### src/rtl/tdl_enc_pkg.sv
package tdl_enc_pkg;
    typedef enum logic [1:0] {
        V_IDLE = 2'd0,
        V_HIT  = 2'd1,
        V_MISS = 2'd2
    } verdict_e;
endpackage

### src/rtl/tdl_seg_scan.sv
module tdl_seg_scan #(
    parameter int SEG_W = 64,
    localparam int POS_W = $clog2(SEG_W)
) (
    input  logic [SEG_W-1:0] mask_i,
    output logic             hit_o,
    output logic [POS_W-1:0] pos_o
);
    always_comb begin
        hit_o = |mask_i;
        pos_o = '0;
        for (int k = SEG_W - 1; k >= 0; k--) begin
            if (mask_i[k]) pos_o = POS_W'(k);
        end
    end
endmodule

### src/rtl/tdl_seg_merge.sv
module tdl_seg_merge #(
    parameter int NSEG  = 9,
    parameter int SEG_W = 64,
    parameter int BIN_W = 10,
    localparam int POS_W = $clog2(SEG_W)
) (
    input  logic [NSEG-1:0]            seg_hit_i,
    input  logic [NSEG-1:0][POS_W-1:0] seg_pos_i,
    output logic                       found_o,
    output logic [BIN_W-1:0]           bin_o
);
    always_comb begin
        found_o = |seg_hit_i;
        bin_o   = '0;
        for (int s = NSEG - 1; s >= 0; s--) begin
            if (seg_hit_i[s]) bin_o = BIN_W'(s * SEG_W) + BIN_W'(seg_pos_i[s]);
        end
    end
endmodule

### src/rtl/tdl_bubble_encoder.sv
module tdl_bubble_encoder
    import tdl_enc_pkg::*;
#(
    parameter int TAPS  = 576,
    parameter int SEG_W = 64,
    parameter int GUARD = 4,
    parameter int BIN_W = 10,
    parameter int TAG_W = 8,
    parameter int CNT_W = 16
) (
    input  logic             clk,
    input  logic             rst_n,
    input  logic             snap_vld_i,
    input  logic [TAPS-1:0]  snap_i,
    input  logic [TAG_W-1:0] tag_i,
    output logic             hit_vld_o,
    output logic             reject_o,
    output logic [BIN_W-1:0] bin_o,
    output logic [TAG_W-1:0] tag_o,
    output logic [CNT_W-1:0] rej_cnt_o
);
    localparam int NSEG  = TAPS / SEG_W;
    localparam int POS_W = $clog2(SEG_W);

    // stage 0: captured snapshot
    logic [TAPS-1:0]  cap_q;
    logic             cap_vld_q;
    logic [TAG_W-1:0] cap_tag_q;

    always_ff @(posedge clk) begin
        if (!rst_n) begin
            cap_q     <= '0;
            cap_vld_q <= 1'b0;
            cap_tag_q <= '0;
        end else begin
            cap_q     <= snap_i;
            cap_vld_q <= snap_vld_i;
            cap_tag_q <= tag_i;
        end
    end

    // pattern qualification: GUARD ones below, GUARD zeros at and above
    logic [TAPS-1:0] qual;
    for (genvar i = 0; i < TAPS; i++) begin : g_qual
        if (i >= GUARD && i + GUARD <= TAPS) begin : g_in
            assign qual[i] = (&cap_q[i-1 -: GUARD]) & ~(|cap_q[i +: GUARD]);
        end else begin : g_edge
            assign qual[i] = 1'b0;
        end
    end

    // stage 1: per-segment lowest candidate
    logic [NSEG-1:0]            seg_hit_d, seg_hit_q;
    logic [NSEG-1:0][POS_W-1:0] seg_pos_d, seg_pos_q;
    logic                       s1_vld_q;
    logic [TAG_W-1:0]           s1_tag_q;

    for (genvar s = 0; s < NSEG; s++) begin : g_seg
        tdl_seg_scan #(.SEG_W(SEG_W)) u_scan (
            .mask_i (qual[s*SEG_W +: SEG_W]),
            .hit_o  (seg_hit_d[s]),
            .pos_o  (seg_pos_d[s])
        );
    end

    always_ff @(posedge clk) begin
        if (!rst_n) begin
            seg_hit_q <= '0;
            seg_pos_q <= '0;
            s1_vld_q  <= 1'b0;
            s1_tag_q  <= '0;
        end else begin
            seg_hit_q <= seg_hit_d;
            seg_pos_q <= seg_pos_d;
            s1_vld_q  <= cap_vld_q;
            s1_tag_q  <= cap_tag_q;
        end
    end

    // stage 2: merge and verdict
    logic             found;
    logic [BIN_W-1:0] found_bin;

    tdl_seg_merge #(.NSEG(NSEG), .SEG_W(SEG_W), .BIN_W(BIN_W)) u_merge (
        .seg_hit_i (seg_hit_q),
        .seg_pos_i (seg_pos_q),
        .found_o   (found),
        .bin_o     (found_bin)
    );

    verdict_e         state_q, state_d;
    logic [BIN_W-1:0] bin_q;
    logic [TAG_W-1:0] tag_q;
    logic [CNT_W-1:0] cnt_q;

    always_comb begin
        if (!s1_vld_q)  state_d = V_IDLE;
        else if (found) state_d = V_HIT;
        else            state_d = V_MISS;
    end

    always_ff @(posedge clk) begin
        if (!rst_n) begin
            state_q <= V_IDLE;
            bin_q   <= '0;
            tag_q   <= '0;
            cnt_q   <= '0;
        end else begin
            state_q <= state_d;
            if (state_d == V_HIT)  bin_q <= found_bin;
            if (state_d != V_IDLE) tag_q <= s1_tag_q;
            if (state_d == V_MISS) cnt_q <= cnt_q + 1'b1;
        end
    end

    always_comb begin
        hit_vld_o = 1'b0;
        reject_o  = 1'b0;
        unique case (state_q)
            V_IDLE: ;
            V_HIT:  hit_vld_o = 1'b1;
            V_MISS: reject_o  = 1'b1;
            default: ;
        endcase
    end

    assign bin_o     = bin_q;
    assign tag_o     = tag_q;
    assign rej_cnt_o = cnt_q;

    // cycles since reset, saturating, for history-dependent checks
    logic [1:0] since_q;
    always_ff @(posedge clk) begin
        if (!rst_n)              since_q <= '0;
        else if (since_q != 2'd3) since_q <= since_q + 1'b1;
    end

    assert_latency_R6: assert property (@(posedge clk) disable iff (!rst_n)
        (since_q == 2'd3) |-> ((hit_vld_o || reject_o) == $past(snap_vld_i, 3)));

    assert_bin_range_R1: assert property (@(posedge clk) disable iff (!rst_n)
        hit_vld_o |-> (int'(bin_o) >= GUARD && int'(bin_o) <= TAPS - GUARD));

    assert_cnt_step_R5: assert property (@(posedge clk) disable iff (!rst_n)
        (since_q != 2'd0 && reject_o) |-> (rej_cnt_o == $past(rej_cnt_o) + 1'b1));

    assert_cnt_hold_R5: assert property (@(posedge clk) disable iff (!rst_n)
        (since_q != 2'd0 && !reject_o) |-> $stable(rej_cnt_o));
endmodule

### config.mk
export PLATFORM = sky130hd
export DESIGN_NAME = tdl_bubble_encoder
export DESIGN_NICKNAME = d
export VERILOG_FILES = /design/src/rtl/tdl_enc_pkg.sv /design/src/rtl/tdl_seg_scan.sv /design/src/rtl/tdl_seg_merge.sv /design/src/rtl/tdl_bubble_encoder.sv
export SDC_FILE = /design/constraint.sdc
export NUM_CORES = 2
export LEC_CHECK = 0
export BUFFER_PORTS_ARGS = -buffer_cell sky130_fd_sc_hd__buf_2
export CAP_MARGIN = 20
export CORE_ASPECT_RATIO = 1.25
export CORE_MARGIN = 3
export CORE_UTILIZATION = 35
export CTS_BUF_LIST = sky130_fd_sc_hd__clkbuf_4 sky130_fd_sc_hd__clkbuf_8
export CTS_CLUSTER_DIAMETER = 80
export CTS_CLUSTER_SIZE = 10
export DETAILED_ROUTE_END_ITERATION = 8
export PLACE_DENSITY = 0.55
export SLEW_MARGIN = 0
export SYNTH_ARGS = -nofsm -noshare
export SYNTH_HDL_FRONTEND = slang
export SYNTH_SLANG_ARGS = --single-unit
### constraint.sdc
create_clock -name clk -period 3 [get_ports clk]
set_input_delay 0.3 -clock clk [delete_from_list [all_inputs] [get_ports clk]]
set_output_delay 0.3 -clock clk [all_outputs]
set_load 0.01 [all_outputs]
==> results.sh <==
export IMPL_outcome="completed"
export IMPL_first_pass_grt_wire_length_um=188000
export IMPL_synth_async_reset_ratio=0
export IMPL_rsz0062_at_grt="false"
export IMPL_yosysSeqAreaShare=0.408
export IMPL_root_buffer="clkbuf_8"
export IMPL_starting_density=0.354
export IMPL_detail_route_wl_per_cell_um=18.3
export IMPL_placementRows=127
export IMPL_comb_power_share=0.131
export IMPL_cellLeakagePower_nw=18.5
export IMPL_synth_fa_ha_area_frac=0.000368
export IMPL_setup_violations_final=0
export IMPL_layout_core_utilization=0.477
export IMPL_ratio_of_final_minimum_period_to_clock_period=0.894
export IMPL_post_synth_and_or_nand_nor_area_fraction=0.404
export IMPL_detailroute_via_count=33335
export IMPL_drt_pass1_iter_count=6
export IMPL_hold_worst_slack_ns=0.0834
export IMPL_die_width_um=285
export IMPL_post_synth_instance_area_um2=34000
export IMPL_fin_tns_setup_ns=0
export IMPL_global_route_overflow_total=0
export IMPL_dieArea_um2=101000
export IMPL_residual_antenna_violating_net_count_after_detailed_routing=0
export IMPL_drc_violations_left=0
export IMPL_routabilityCongestion=0.889
export IMPL_timing_max_slew_rel_slack=0.488
export IMPL_hpwl_um=90300
export IMPL_synth_top_family_by_area="simple AND/OR/NAND/NOR gates"
export IMPL_dr_first_iter_drc_count=1666
export IMPL_num_fill_cells=9231
export IMPL_cts_tree="built"
export IMPL_worstSetupEndpoint="seg_pos_q[27]"
export IMPL_worst_setup_path_type="reg -> reg"
export IMPL_pwr_share_clk=0.325
export IMPL_multiplexer_share_of_the_synthesized_area=0.00295
export IMPL_flow_area_growth_from_synthesis_pct=34.8
export IMPL_timing_rr_end="seg_pos_q[27]"
export IMPL_postSynthAreaPerCell_um2=8.49
export IMPL_cts_buffers_inserted=80
export IMPL_core_area_um2=96100
export IMPL_p_int_mw=13.7
export IMPL_worst_ep_arrival_time_ns=3.21
export IMPL_pin_count_of_the_biggest_net_entering_global_routing=154
export IMPL_timing_clock_skew_ns=0.0386
export IMPL_power_switching_share=0.261
export IMPL_synth_seq_cells=693
export IMPL_timing_critical_path_from_type="flop"
export IMPL_synth_lib_cells_used_distinct=87
export IMPL_p_sw_mw=4.84
export IMPL_synth_edff_count=0
export IMPL_crit_path_start="cap_q[313]"
export IMPL_ys_warn_count=0
export IMPL_ff_to_ff_path_depth=8
export IMPL_synthFlopType="dfxtp_1"
export IMPL_cp_max_fo=4
export IMPL_port_buffers=622
export IMPL_post_drt_via_cell_ratio=5.08
export IMPL_power_sequential_fraction=0.544
export IMPL_worst_pin_slew_ns=0.758
export IMPL_antenna_found_initial=23
export IMPL_reg2reg_setup_slack_ns=0.32
export IMPL_cts_htree_levels=3
export IMPL_grt_total_usage=0.231
export IMPL_timing_max_cap_violations=0
export IMPL_number_of_clock_sinks=693
export IMPL_postSynthNetCount=4592
export IMPL_pwr_density_cell_nw_per_um2=405
export IMPL_finalWirelength_um=120000
export IMPL_clkLatencyLatePin_ns=0.71
export IMPL_holdCritStartpoint="rst_n"
export IMPL_top_level_ports=623
export IMPL_cp_data_required_time_ns=3.53
export IMPL_layout_setup_ws_ns=0.317
export IMPL_number_of_global_route_vias_before_repair=34954
export IMPL_max_clock_freq_ghz=0.373
export IMPL_min_path_type="in -> reg"
export IMPL_fraction_of_the_mapped_netlist_area_in_compound_gates=0.165
export IMPL_worst_ir_drop_vdd_mv=0.275
export IMPL_die_h_um=354
export IMPL_finish_net_count=5824
export IMPL_syn_inst=4004
export IMPL_final_min_clock_period_ns=2.68
export IMPL_r2r_start="cap_q[313]"
export IMPL_post_synthesis_xor_xnor_area_fraction=0.00335
export IMPL_worst_setup_hold_path_clk_slew_ns=0.09
export IMPL_drive_above_1_share=0.151
export IMPL_finalMaxSlewViolations=0
export IMPL_setup_crit_end_kind="flop"
export IMPL_report_final_hold_viol_count=0
export IMPL_dp_worst_setup_slack_ns=0.284
export IMPL_clock_tree_buffer_depth=3
cells by family after synthesis:
group,after synthesis
adder cells (fa/ha/maj),1
XOR/XNOR,13
AND/OR/NAND/NOR,2273
buffers and inverters,144
multiplexers,10
AO/OA/AOI/OAI,870
flip-flops,693
Yosys cell counts (57+ instances only):
cell type / count / share of area
dfxtp_1: 693 / 0.41
and2_1: 627 / 0.12
nor2b_1: 299 / 0.055
nand2b_1: 283 / 0.052
nand2_1: 269 / 0.030
nor2_1: 232 / 0.026
a21oi_1: 230 / 0.034
o21ai_0: 218 / 0.032
clkbuf_1: 83 / 0.0092
nand3_1: 80 / 0.012
nor4bb_1: 80 / 0.024
nor3_1: 73 / 0.011
inv_1: 57 / 0.0063
sequential cells by signal, indices dropped and copies added (netlist names):
register	count
tag_o	8
bin_o	10
seg_pos_q	54
cap_tag_q	8
cap_vld_q	1
state_q	2
s1_vld_q	1
seg_hit_q	9
s1_tag_q	8
rej_cnt_o	16
cap_q	576
area by class of cell:
| cell class | count | area (um2) | share of cell area |
|---|---|---|---|
| Multi-Input combinational cell | 3167 | 19600 | 0.427 |
| Sequential cell | 693 | 13900 | 0.303 |
| Timing Repair Buffer | 1236 | 9230 | 0.202 |
| Tap cell | 1290 | 1610 | 0.0352 |
| Clock buffer | 87 | 1170 | 0.0256 |
| Inverter | 58 | 218 | 0.00475 |
| Clock inverter | 8 | 87.6 | 0.00191 |
| Antenna cell | 22 | 55.1 | 0.00120 |
worst min-delay path by stage:
stage | endpoint | slack, ns | cells past startpoint
floorplan | s1_tag_q[0] | 0.41 | 1
global placement | s1_tag_q[0] | 0.41 | 1
detailed placement | s1_tag_q[6] | 0.42 | 1
CTS | rej_cnt_o[15] | 0.02 | 3
global route | cap_q[319] | 0.07 | 2
finish | cap_q[319] | 0.08 | 2
per-stage QoR:
| stage | std cells | area (um2) | total power, mW |
|---|---|---|---|
| 2_1_floorplan | 4004 | 34000 | 11.2 |
| 3_3_place_gp | 5859 | 38600 | 12.1 |
| 3_5_place_dp | 5859 | 38600 | 12.1 |
| 4_1_cts | 6539 | 45800 | 18.8 |
| 5_1_grt | 6555 | 45800 | 19.4 |
| 6_report | 6561 | 45800 | 18.5 |
critical path, cell delays in order, from the launching register on:
cell       delay, ns
dfxtp_1         0.40
nor4bb_1        0.48
a21boi_0        0.23
o21a_1          0.18
or3_1           0.18
nand3_1         0.10
a31oi_1         0.23
o211ai_1        0.12
a2111oi_0       0.60
repair_timing:
item                                    in CTS  in global routing
buffers inserted                             0                  0
resized for setup                            0                  0
endpoints found under the setup margin       0                  0
hold endpoints to repair                   585                  0
hold buffers                               585                  0
layer usage:
layer  wire length (um)  share of wire  vias to the layer above  GRT usage
li1                   -              -                    16666          -
met1              50000           0.42                    15489      0.268
met2              59300           0.49                      882      0.419
met3               5760          0.048                      288     0.0396
met4               5210          0.043                       10     0.0981
met5                 50        0.00042                        -          0
placed cells by master (no fill, tap or decap), types with 24 or more instances in the layout:
cell type / instances
dfxtp_1: 693
and2_1: 627
buf_2: 621
dlygate4sd3_1: 585
nor2b_1: 299
nand2b_1: 283
nand2_1: 269
nor2_1: 232
a21oi_1: 230
o21ai_0: 218
clkbuf_8: 83
nor4bb_1: 80
nand3_1: 80
nor3_1: 73
inv_1: 57
nand3b_1: 41
nor3b_1: 40
nand4b_1: 39
o22ai_1: 37
o211ai_1: 35
o2111ai_1: 33
a31oi_1: 32
a211oi_1: 28
a21o_1: 27
nor4b_1: 26
buf_4: 26
and3_1: 24
a22oi_1: 24
nand4_1: 24
power groups by stage:
| stage | clock (mW) | sequential, mW | combinational (mW) |
|---|---|---|---|
| 6_report | 6.02 | 10.1 | 2.44 |
| 5_1_grt | 6.58 | 10.1 | 2.67 |
| 4_1_cts | 6.29 | 10.1 | 2.42 |
| 3_5_place_dp | 0 | 10.3 | 1.80 |
| 3_3_place_gp | 0 | 10.3 | 1.81 |
| 2_1_floorplan | 0 | 10.1 | 1.10 |
Note: power is estimated with default switching activity, not from simulation.
